==> src/rtl/ecs_pkg.sv <==
// Package: shared layout constants and types for the control-word sequencer.
// Assumes a 64-bit control register; field positions below are what the
// register decodes, so they are fixed here rather than parameterised.
package ecs_pkg;
    localparam int WORD_W   = 64;
    localparam int NSRC     = 3;
    localparam int NWORDS   = NSRC + 1;
    localparam int VCO_W    = 2;
    localparam int EN_LSB   = 0;
    localparam int MODE_BIT = 3;
    localparam int VCO_LSB  = 4;
    localparam int SEL_LSB  = 6;
    localparam int SEL_VAL  = 2;
    localparam int WAIT_LSB = 8;

    typedef enum logic [1:0] {
        RSP_OK   = 2'd0,
        RSP_BUSY = 2'd1,
        RSP_WBLK = 2'd2,
        RSP_HARD = 2'd3
    } rsp_e;

    typedef enum logic [1:0] {
        ST_IDLE  = 2'd0,
        ST_WRITE = 2'd1,
        ST_POLL  = 2'd2,
        ST_DELAY = 2'd3
    } st_e;
endpackage

==> src/rtl/ecs_word_build.sv <==
// Module: builds the four control words from captured settings.
// Assumes WAIT_LSB + WAIT_W <= 64. Purely combinational.
module ecs_word_build
    import ecs_pkg::*;
#(
    parameter int WAIT_W = 16
) (
    input  logic [NSRC*VCO_W-1:0]           osc_cfg_i,
    input  logic [WAIT_W-1:0]               wait_cnt_i,
    output logic [NWORDS-1:0][WORD_W-1:0]   words_o
);
    localparam logic [WORD_W-1:0] ALL_EN = WORD_W'((1 << NSRC) - 1);

    logic [WORD_W-1:0] base;

    // Common base shared by every word: select, wait count, mode bit.
    always_comb begin
        base = (WORD_W'(SEL_VAL) << SEL_LSB)
             | (WORD_W'(wait_cnt_i) << WAIT_LSB)
             | (WORD_W'(1) << MODE_BIT);
    end

    // One per-source word: own enable plus own oscillator setting.
    for (genvar i = 0; i < NSRC; i++) begin : g_src
        assign words_o[i] = base
                          | (WORD_W'(osc_cfg_i[i*VCO_W +: VCO_W]) << VCO_LSB)
                          | (WORD_W'(1) << (EN_LSB + i));
    end

    // Final word: all sources enabled together.
    assign words_o[NWORDS-1] = base | (ALL_EN << EN_LSB);
endmodule

==> src/rtl/ecs_retry_ctr.sv <==
// Module: counts retries of one answer kind for the current word.
// hit_o flags the bump that reaches LIMIT; the count saturates there.
// Assumes LIMIT >= 1.
module ecs_retry_ctr #(
    parameter int LIMIT = 4
) (
    input  logic clk,
    input  logic rst_n,
    input  logic clr_i,
    input  logic bump_i,
    output logic hit_o
);
    localparam int CW = $clog2(LIMIT + 1);

    logic [CW-1:0] cnt;

    assign hit_o = bump_i && (cnt == CW'(LIMIT - 1));

    // Retry count: cleared per word, advanced per retried answer.
    always_ff @(posedge clk) begin
        if (!rst_n)                 cnt <= '0;
        else if (clr_i)             cnt <= '0;
        else if (bump_i && !hit_o)  cnt <= cnt + 1'b1;
    end

    assert_cnt_bound_R9: assert property (@(posedge clk) disable iff (!rst_n)
        cnt < CW'(LIMIT));
endmodule

==> src/rtl/ecs_delay_tmr.sv <==
// Module: retry delay timer. Loaded with a cycle count (zero means one);
// last_o is high in the final delay cycle. Assumes loads happen only
// when the timer is idle.
module ecs_delay_tmr #(
    parameter int TICK_W = 8
) (
    input  logic              clk,
    input  logic              rst_n,
    input  logic              load_i,
    input  logic [TICK_W-1:0] val_i,
    output logic              last_o
);
    logic [TICK_W-1:0] cnt;

    assign last_o = (cnt == TICK_W'(1));

    // Down-counter for the retry wait.
    always_ff @(posedge clk) begin
        if (!rst_n)          cnt <= '0;
        else if (load_i)     cnt <= (val_i == '0) ? TICK_W'(1) : val_i;
        else if (cnt != '0)  cnt <= cnt - 1'b1;
    end

    assert_load_idle_R8: assert property (@(posedge clk) disable iff (!rst_n)
        load_i |-> (cnt == '0));
endmodule

==> src/rtl/entropy_ctl_seq.sv <==
// Module: top of the control-word sequencer. Writes four words to one
// control register and confirms each by polling the status port, with
// separate bounded retry for busy and would-block answers.
// Assumes the responder answers a poll in the cycle rd_req_o is high.
module entropy_ctl_seq
    import ecs_pkg::*;
#(
    parameter int WAIT_W      = 16,
    parameter int TICK_W      = 8,
    parameter int BUSY_LIMIT  = 4,
    parameter int BLOCK_LIMIT = 4,
    parameter int BUSY_DELAY  = 4
) (
    input  logic                    clk,
    input  logic                    rst_n,
    input  logic                    start_i,
    input  logic [NSRC*VCO_W-1:0]   osc_cfg_i,
    input  logic [WAIT_W-1:0]       wait_cnt_i,
    output logic                    busy_o,
    output logic                    done_o,
    output logic                    error_o,
    output logic                    wr_en_o,
    output logic [WORD_W-1:0]       wr_data_o,
    output logic                    rd_req_o,
    input  logic                    rsp_valid_i,
    input  logic [1:0]              rsp_code_i,
    input  logic [TICK_W-1:0]       rsp_ticks_i
);
    localparam int IDX_W = $clog2(NWORDS);
    localparam logic [TICK_W-1:0] BUSY_WAIT = TICK_W'(BUSY_DELAY);

    st_e                          state;
    logic [IDX_W-1:0]             idx;
    logic [NSRC*VCO_W-1:0]        osc_q;
    logic [WAIT_W-1:0]            wait_q;
    logic [NWORDS-1:0][WORD_W-1:0] words;
    logic                         accept, take, ok_rsp, hard_rsp;
    logic                         busy_bump, blk_bump, busy_hit, blk_hit;
    logic                         ctr_clr, tmr_load, tmr_last;
    logic [TICK_W-1:0]            tmr_val;

    ecs_word_build #(.WAIT_W(WAIT_W)) u_build (
        .osc_cfg_i  (osc_q),
        .wait_cnt_i (wait_q),
        .words_o    (words)
    );

    ecs_retry_ctr #(.LIMIT(BUSY_LIMIT)) u_busy_ctr (
        .clk(clk), .rst_n(rst_n), .clr_i(ctr_clr), .bump_i(busy_bump), .hit_o(busy_hit)
    );

    ecs_retry_ctr #(.LIMIT(BLOCK_LIMIT)) u_blk_ctr (
        .clk(clk), .rst_n(rst_n), .clr_i(ctr_clr), .bump_i(blk_bump), .hit_o(blk_hit)
    );

    ecs_delay_tmr #(.TICK_W(TICK_W)) u_tmr (
        .clk(clk), .rst_n(rst_n), .load_i(tmr_load), .val_i(tmr_val), .last_o(tmr_last)
    );

    // Decode the answer to the current poll.
    always_comb begin
        accept    = (state == ST_IDLE) && start_i;
        take      = (state == ST_POLL) && rsp_valid_i;
        ok_rsp    = take && (rsp_code_i == RSP_OK);
        hard_rsp  = take && (rsp_code_i == RSP_HARD);
        busy_bump = take && (rsp_code_i == RSP_BUSY);
        blk_bump  = take && (rsp_code_i == RSP_WBLK);
        ctr_clr   = accept || ok_rsp;
        tmr_load  = (busy_bump && !busy_hit) || (blk_bump && !blk_hit);
        tmr_val   = busy_bump ? BUSY_WAIT : rsp_ticks_i;
    end

    // Sequencer state, word index and sticky outcome flags.
    always_ff @(posedge clk) begin
        if (!rst_n) begin
            state   <= ST_IDLE;
            idx     <= '0;
            osc_q   <= '0;
            wait_q  <= '0;
            done_o  <= 1'b0;
            error_o <= 1'b0;
        end else begin
            case (state)
                ST_IDLE: if (accept) begin
                    osc_q   <= osc_cfg_i;
                    wait_q  <= wait_cnt_i;
                    idx     <= '0;
                    done_o  <= 1'b0;
                    error_o <= 1'b0;
                    state   <= ST_WRITE;
                end
                ST_WRITE: state <= ST_POLL;
                ST_POLL: if (take) begin
                    if (ok_rsp) begin
                        if (idx == IDX_W'(NWORDS - 1)) begin
                            done_o <= 1'b1;
                            state  <= ST_IDLE;
                        end else begin
                            idx   <= idx + 1'b1;
                            state <= ST_WRITE;
                        end
                    end else if (hard_rsp || busy_hit || blk_hit) begin
                        error_o <= 1'b1;
                        state   <= ST_IDLE;
                    end else begin
                        state <= ST_DELAY;
                    end
                end
                ST_DELAY: if (tmr_last) state <= ST_POLL;
                default:  state <= ST_IDLE;
            endcase
        end
    end

    // Output decode.
    always_comb begin
        busy_o    = (state != ST_IDLE);
        wr_en_o   = (state == ST_WRITE);
        rd_req_o  = (state == ST_POLL);
        wr_data_o = wr_en_o ? words[idx] : '0;
    end

    assert_wr_single_R5: assert property (@(posedge clk) disable iff (!rst_n)
        wr_en_o |=> !wr_en_o);
    assert_wr_then_poll_R5: assert property (@(posedge clk) disable iff (!rst_n)
        wr_en_o |=> rd_req_o);
    assert_no_overlap_R5: assert property (@(posedge clk) disable iff (!rst_n)
        !(wr_en_o && rd_req_o));
    assert_hard_abort_R6: assert property (@(posedge clk) disable iff (!rst_n)
        (rd_req_o && rsp_valid_i && rsp_code_i == 2'd3) |=> (error_o && !busy_o));
    assert_outcome_excl_R1: assert property (@(posedge clk) disable iff (!rst_n)
        !(done_o && error_o));
    assert_start_launch_R1: assert property (@(posedge clk) disable iff (!rst_n)
        (start_i && !busy_o) |=> (wr_en_o && !done_o && !error_o));
    assert_enable_shape_R2: assert property (@(posedge clk) disable iff (!rst_n)
        wr_en_o |-> (($countones(wr_data_o[NSRC-1:0]) == 1) ||
                     (wr_data_o[NSRC-1:0] == {NSRC{1'b1}})));
endmodule

==> config.mk <==
export PLATFORM = sky130hd
export DESIGN_NAME = entropy_ctl_seq
export DESIGN_NICKNAME = d
export VERILOG_FILES = /design/src/rtl/ecs_pkg.sv /design/src/rtl/ecs_word_build.sv /design/src/rtl/ecs_retry_ctr.sv /design/src/rtl/ecs_delay_tmr.sv /design/src/rtl/entropy_ctl_seq.sv
export SDC_FILE = /design/constraint.sdc
export NUM_CORES = 1
export LEC_CHECK = 0
export BUFFER_PORTS_ARGS = -buffer_cell sky130_fd_sc_hd__clkbuf_2
export CAP_MARGIN = 20
export CORE_MARGIN = 5
export CORE_UTILIZATION = 59
export CTS_BUF_LIST = sky130_fd_sc_hd__clkbuf_8
export CTS_CLUSTER_SIZE = 20
export DETAILED_ROUTE_END_ITERATION = 16
export PLACE_DENSITY_LB_ADDON = 0.08
export SLEW_MARGIN = 5
export SYNTH_ARGS = -nofsm -noshare
export SYNTH_HDL_FRONTEND = slang
export SYNTH_HIERARCHICAL = 1
export SYNTH_SLANG_ARGS = --single-unit
==> constraint.sdc <==
create_clock -name clk -period 2.5 [get_ports clk]
set_input_delay 0.125 -clock clk [delete_from_list [all_inputs] [get_ports clk]]
set_output_delay 0.125 -clock clk [all_outputs]
set_load 0.02 [all_outputs]
==> results of run 1 <==
worst max-delay path, delay by kind of cell, from the launching register on:
family | cells | cell delay [ps]
AND/OR/NAND/NOR | 1 | 170
buffers and inverters | 1 | 150
flip-flops | 1 | 730
multiplexers | 1 | 580
kinds of logic after synthesis:
kind of cell    share of synthesized area [%]
fa+ha+maj                                1.67
simple gates                             16.6
other cells                             0.125
flops                                    14.0
xor+xnor                                 1.17
buf+inv                                  35.7
compound gates                           5.75
mux                                      24.9
cell type report:
class	count	area, µm²	area share [%]
timing repair buffer	77	420	8.00
sequential	42	846	16.1
tap	133	166	3.17
multi-input combinational	493	3710	70.5
clock inverter	3	21.3	0.405
inverter	7	26.3	0.500
clock buffer	5	68.8	1.31
worst min path at each step:
| stage | start | to | slack (ps) | depth (start not counted) |
|---|---|---|---|---|
| floorplan | rst_n | u_tmr/cnt[0]$_SDFFE_PN0P_ | 260 | 1 |
| global placement | wait_cnt_i[9] | wait_q[9]$_SDFFE_PN0P_ | 350 | 3 |
| detailed placement | wait_cnt_i[10] | wait_q[10]$_SDFFE_PN0P_ | 350 | 3 |
| CTS | wait_cnt_i[10] | wait_q[10]$_SDFFE_PN0P_ | 20 | 3 |
| global route | wait_cnt_i[9] | wait_q[9]$_SDFFE_PN0P_ | 30 | 3 |
| finish | wait_cnt_i[6] | wait_q[6]$_SDFFE_PN0P_ | 30 | 3 |
through the flow:
stage / instances / cell area, µm² / total power (W) / util, %
after floorplan: 832 / 6680 / 0.00181 / -
after global placement: 752 / 5170 / 0.00165 / 52.6
after detailed placement: 752 / 5170 / 0.00166 / 52.6
after CTS: 760 / 5260 / 0.00212 / 53.5
after global routing: 760 / 5260 / 0.00228 / 53.5
final: 760 / 5260 / 0.00211 / 53.5
power groups by stage:
stage	sequential [W]	clock (W)	combinational, W
2_1_floorplan	0.000831	0	0.000976
3_3_place_gp	0.000844	0	0.000808
3_5_place_dp	0.000850	0	0.000811
4_1_cts	0.000833	0.000464	0.000818
5_1_grt	0.000847	0.000491	0.000938
6_report	0.000832	0.000447	0.000827
routing by layer:
layer / track usage, % / part of all wire (%) / vias up
met4: 2.55 / 0.87 / 0
met3: 4.20 / 7.1 / 7
li1: - / - / 1718
met2: 26.9 / 49 / 77
met5: 0 / 0 / -
met1: 18.5 / 43 / 1581
cell usage after synthesis, types with 6 or more instances:
| library cell | number | area (µm²) |
|---|---|---|
| buf_4 | 256 | 1920 |
| buf_2 | 17 | 85.1 |
| a21boi_0 | 11 | 82.6 |
| mux4_2 | 64 | 1440 |
| clkbuf_1 | 12 | 45.0 |
| nand3_1 | 6 | 30.0 |
| nand2_1 | 52 | 195 |
| nor2_1 | 19 | 71.3 |
| dfxtp_1 | 42 | 841 |
| and2_1 | 71 | 444 |
| ha_1 | 8 | 100 |
| a21boi_1 | 11 | 82.6 |
| inv_1 | 7 | 26.3 |
| nand2b_1 | 6 | 37.5 |
state kept, by name, indices dropped and copies added, names as in the netlist:
signal / count
wait_q: 16
u_blk_ctr/cnt: 3
error_o: 1
osc_q: 6
idx: 2
u_tmr/cnt: 8
u_busy_ctr/cnt: 3
state: 2
done_o: 1
==> flow_summary.ini, run 1 <==
[logic_synthesis]
async_reset_ff_share_pct = 0
yosys_warnings = 6
synth_area_per_cell_um2 = 9.24
synth-edff-count = 0
ys.flop_type = dfxtp_1
yosysSeqAreaShare_pct = 14.0
netlist_area_um2 = 5980
synth_cell_types = 46
syn_inst = 648
ys_ff_latch = 42

[sta]
hold_violations = 0
relSlewSlack_pct = 47.7
slew_viol_final = 0
hold_ws_ps = 30.1
setup_slack_ps = 431
grt_setup_unrepaired = no
tns_ps = 0
fin_crit_sh_pct = 82.8
fmax_mhz = 483
setup_viol = 0
period_needed_ps = 2070
worst_pin_slew_ps = 784
clock-skew-final_ps = 13.1

[floorplan]
ios = 105
fp.dieW_um = 111
core_um2 = 9820
rows = 36
floorplan.initialDensity_pct = 60.9
die-area_um2 = 12300
die_h_um = 111

[final_layout]
nets = 670
syn_to_final_growth_pct = -12.2
diodes = 0
layout_common_cells = conb_1 (186), and2_1 (71), mux4_2 (64)
mostFrequentLayoutCell = conb_1
nFillCells = 986
drive_gt1_share_pct = 27.0

[clocking]
postCtsSetupRepairBufs = 0
clock_latency_ps = 300
clk_path_buf_depth = 2
holdBufCountCts = 0
clock-root-buffer = clkbuf_8
cts.repair.resized = 0
path_clk_slew_ps = 90
numCtsBuffers = 5
cts_tree = built
cts.sinks = 42
cts_htree_levels = 2

[route]
drt_iter0_markers = 71
ant_nets = 0
vias = 3383
drt_wl_total_um = 8870
drt-pass1-iter-count = 4
viasPerCell = 4.45
drc = 0
wl_per_cell_um = 11.7

[power_and_ir_drop]
power_switching_w = 0.000785
p_clk_share_pct = 21.2
p_int_w = 0.00132
p_seq_share_pct = 39.5
p_leak_nw = 2.29
vdd.ir_drop.worst_v = 0.000377
p_sw_share_pct = 37.3
pwr-share-comb_pct = 39.3
power_density_nw_per_um2 = 401

[global_routing]
grt_use_total_pct = 15.1
antenna_found_initial = 0
overflow = 0
grt_pass1_vias = 3437
grt_pass1_wl_um = 15900
grt_max_degree = 37

[worst_setup_path]
rr_startpoint = state[1]$_SDFFE_PN0P_
crit_path_top_delay_cell = dfxtp_4
startpoint = idx[0]$_SDFFE_PN0P_
cp.arrival_ps = 1940
endpoint = wr_data_o[13]
cp-start-kind = flop
worst_setup_path_end_kind = output pin
r2r_end = u_tmr/cnt[0]$_SDFFE_PN0P_
rr_worst_depth = 9
cp_cell_sequence = mux4_2 > and2_1 > clkbuf_2
critPathMaxFanout = 32
r2r_slack_ps = 550
criticalPathCategory = flop to output pin
cpPeakStageDelay_ps = 730
required_ps = 2380

[hold_path]
hold_class = input port to flop

[placed_design]
globalplace.congestion = 0.794
dp_worst_setup_slack_ps = 582
io_buffers = 63
dp_hpwl_um = 6890

[run]
maxCapViolCount = 0

[run_status]
outcome = completed
Power figures use the tool's default switching activity.
==> run 2: changes to the inputs <==
==> constraint.sdc (replaced) <==
create_clock -name clk -period 2.04 [get_ports clk]
set_input_delay 0.102 -clock clk [delete_from_list [all_inputs] [get_ports clk]]
set_output_delay 0.102 -clock clk [all_outputs]
set_load 0.02 [all_outputs]
==> run 2 against run 1 <==
Against the previous run: first-iteration DRC count is 11% higher; final cell count up 0.39%; critical endpoint is now wr_data_o[4]; cell area grew 0.62%.
==> flow_summary.ini, run 2 (synthesized netlist as in run 1, its figures left out) <==
[run_status]
outcome = completed

[clocking]
clk_path_buf_depth = 2
clock_latency_ps = 290
cts.sinks = 42
path_clk_slew_ps = 90
clock-root-buffer = clkbuf_8
cts_htree_levels = 2
holdBufCountCts = 0
cts_tree = built
numCtsBuffers = 5
postCtsSetupRepairBufs = 0
cts.repair.resized = 0

[sta]
grt_setup_unrepaired = yes
worst_pin_slew_ps = 659
setup_viol = 0
relSlewSlack_pct = 56.1
period_needed_ps = 1900
fmax_mhz = 527
slew_viol_final = 0
clock-skew-final_ps = 8.87
fin_crit_sh_pct = 92.9
hold_violations = 0
tns_ps = 0

[global_routing]
grt_use_total_pct = 14.7
overflow = 0
grt_pass1_wl_um = 15300
antenna_found_initial = 0
grt_pass1_vias = 3369
grt_max_degree = 38

[route]
wl_per_cell_um = 11.4
drt_iter0_markers = 79
ant_nets = 0
vias = 3373
drc = 0
viasPerCell = 4.42
drt-pass1-iter-count = 4
drt_wl_total_um = 8690

[final_layout]
instances_no_fill = 763
reg.largest.list = wait_q (16), u_tmr/cnt (8), osc_q (6)
drive_gt1_share_pct = 27.6
stdcell_area_um2 = 5290
mostFrequentLayoutCell = conb_1
final_util_pct = 53.9
nets = 673
diodes = 0
layout_common_cells = conb_1 (186), and2_1 (71), mux4_2 (64)
regMostFlops = wait_q
largest_register_ffs = 16
syn_to_final_growth_pct = -11.6

[worst_setup_path]
startpoint = idx[0]$_SDFFE_PN0P_
cp_top_family = flip-flops
worst_setup_path_end_kind = output pin
cp.arrival_ps = 1790
critPathMaxFanout = 23
cpPeakStageDelay_ps = 620
crit_buf_inv = 1
crit_path_top_delay_cell = dfxtp_4
required_ps = 1940
criticalPathCategory = flop to output pin
cp-start-kind = flop
cp_cell_sequence = mux4_2 > and2_1 > clkbuf_2
rr_startpoint = u_blk_ctr/cnt[0]$_SDFFE_PP0P_

[floorplan]
floorplan.initialDensity_pct = 60.9
die_h_um = 111
ios = 105
fp.dieW_um = 111
die-area_um2 = 12300
rows = 36
core_um2 = 9820

[placed_design]
io_buffers = 63
dpl_cell_area_um2 = 5190
dp_hpwl_um = 6960
globalplace.congestion = 0.828
dpl.cell_count = 755

[power_and_ir_drop]
power_density_nw_per_um2 = 489
p_leak_nw = 2.31
vdd.ir_drop.worst_v = 0.000423
p_total_w = 0.00259

[run]
maxCapViolCount = 0

[hold_path]
hold_class = input port to flop
hp-start = wait_cnt_i[4]
-- run 2: cell types whose count changed in the layout (fill, tap and decap cells not counted), sizes merged --
| cell | before | now |
|---|---|---|
| clkinv | 2 | 1 |
| buf | 14 | 17 |
| clkbuf | 68 | 69 |
-- run 2: through the flow --
stage / setup WS, ps / hold WS (ps)
3_5_place_dp: 164 / 334
4_1_cts: 99.3 / 10.0
6_report: 144 / 17.4
3_3_place_gp: 170 / 324
5_1_grt: -24.3 / 11.7
2_1_floorplan: 5.88 / 233
-- run 2: final timing paths --
path / endpoint / cells after the start / slack (ps)
worst min-delay path: wait_q[4]$_SDFFE_PN0P_ / 3 / 20
worst max-delay path: wr_data_o[4] / 3 / 140
worst min register to register: osc_q[1]$_SDFFE_PN0P_ / 2 / 460
worst max register to register: u_tmr/cnt[3]$_SDFFE_PN0P_ / 8 / 200
-- run 2: worst min-delay path, cell delays in order --
cell and delay (ps):
clkbuf_2 80, nand2_1 40, a21boi_1 50
-- run 2: metal layers --
layer | wire [µm] | share of wire [%] | track usage [%] | up-vias
li1 | - | - | - | 1723
met1 | 3850 | 44 | 18.1 | 1573
met2 | 4260 | 49 | 26.1 | 71
met3 | 519 | 6.0 | 3.98 | 6
met4 | 60 | 0.69 | 2.71 | 0
met5 | 0 | 0 | 0 | -
-- run 2: cell type report --
class | instances | area, µm²
clock buffers | 6 | 82.6
clock inverters | 2 | 12.5
fillers | 1030 | 4530
inverters | 7 | 26.3
multi-input cells | 493 | 3710
flip-flops and latches | 42 | 846
well taps | 133 | 166
repair buffers | 80 | 443
-- run 2: power by group --
part / switching, W / internal, W / leakage, nW / total (W)
Combinational: 0.000539 / 0.000471 / 1.92 / 0.00101
Clock: 0.000290 / 0.000272 / 0.0472 / 0.000562
Sequential: 0.000104 / 0.000912 / 0.345 / 0.00102
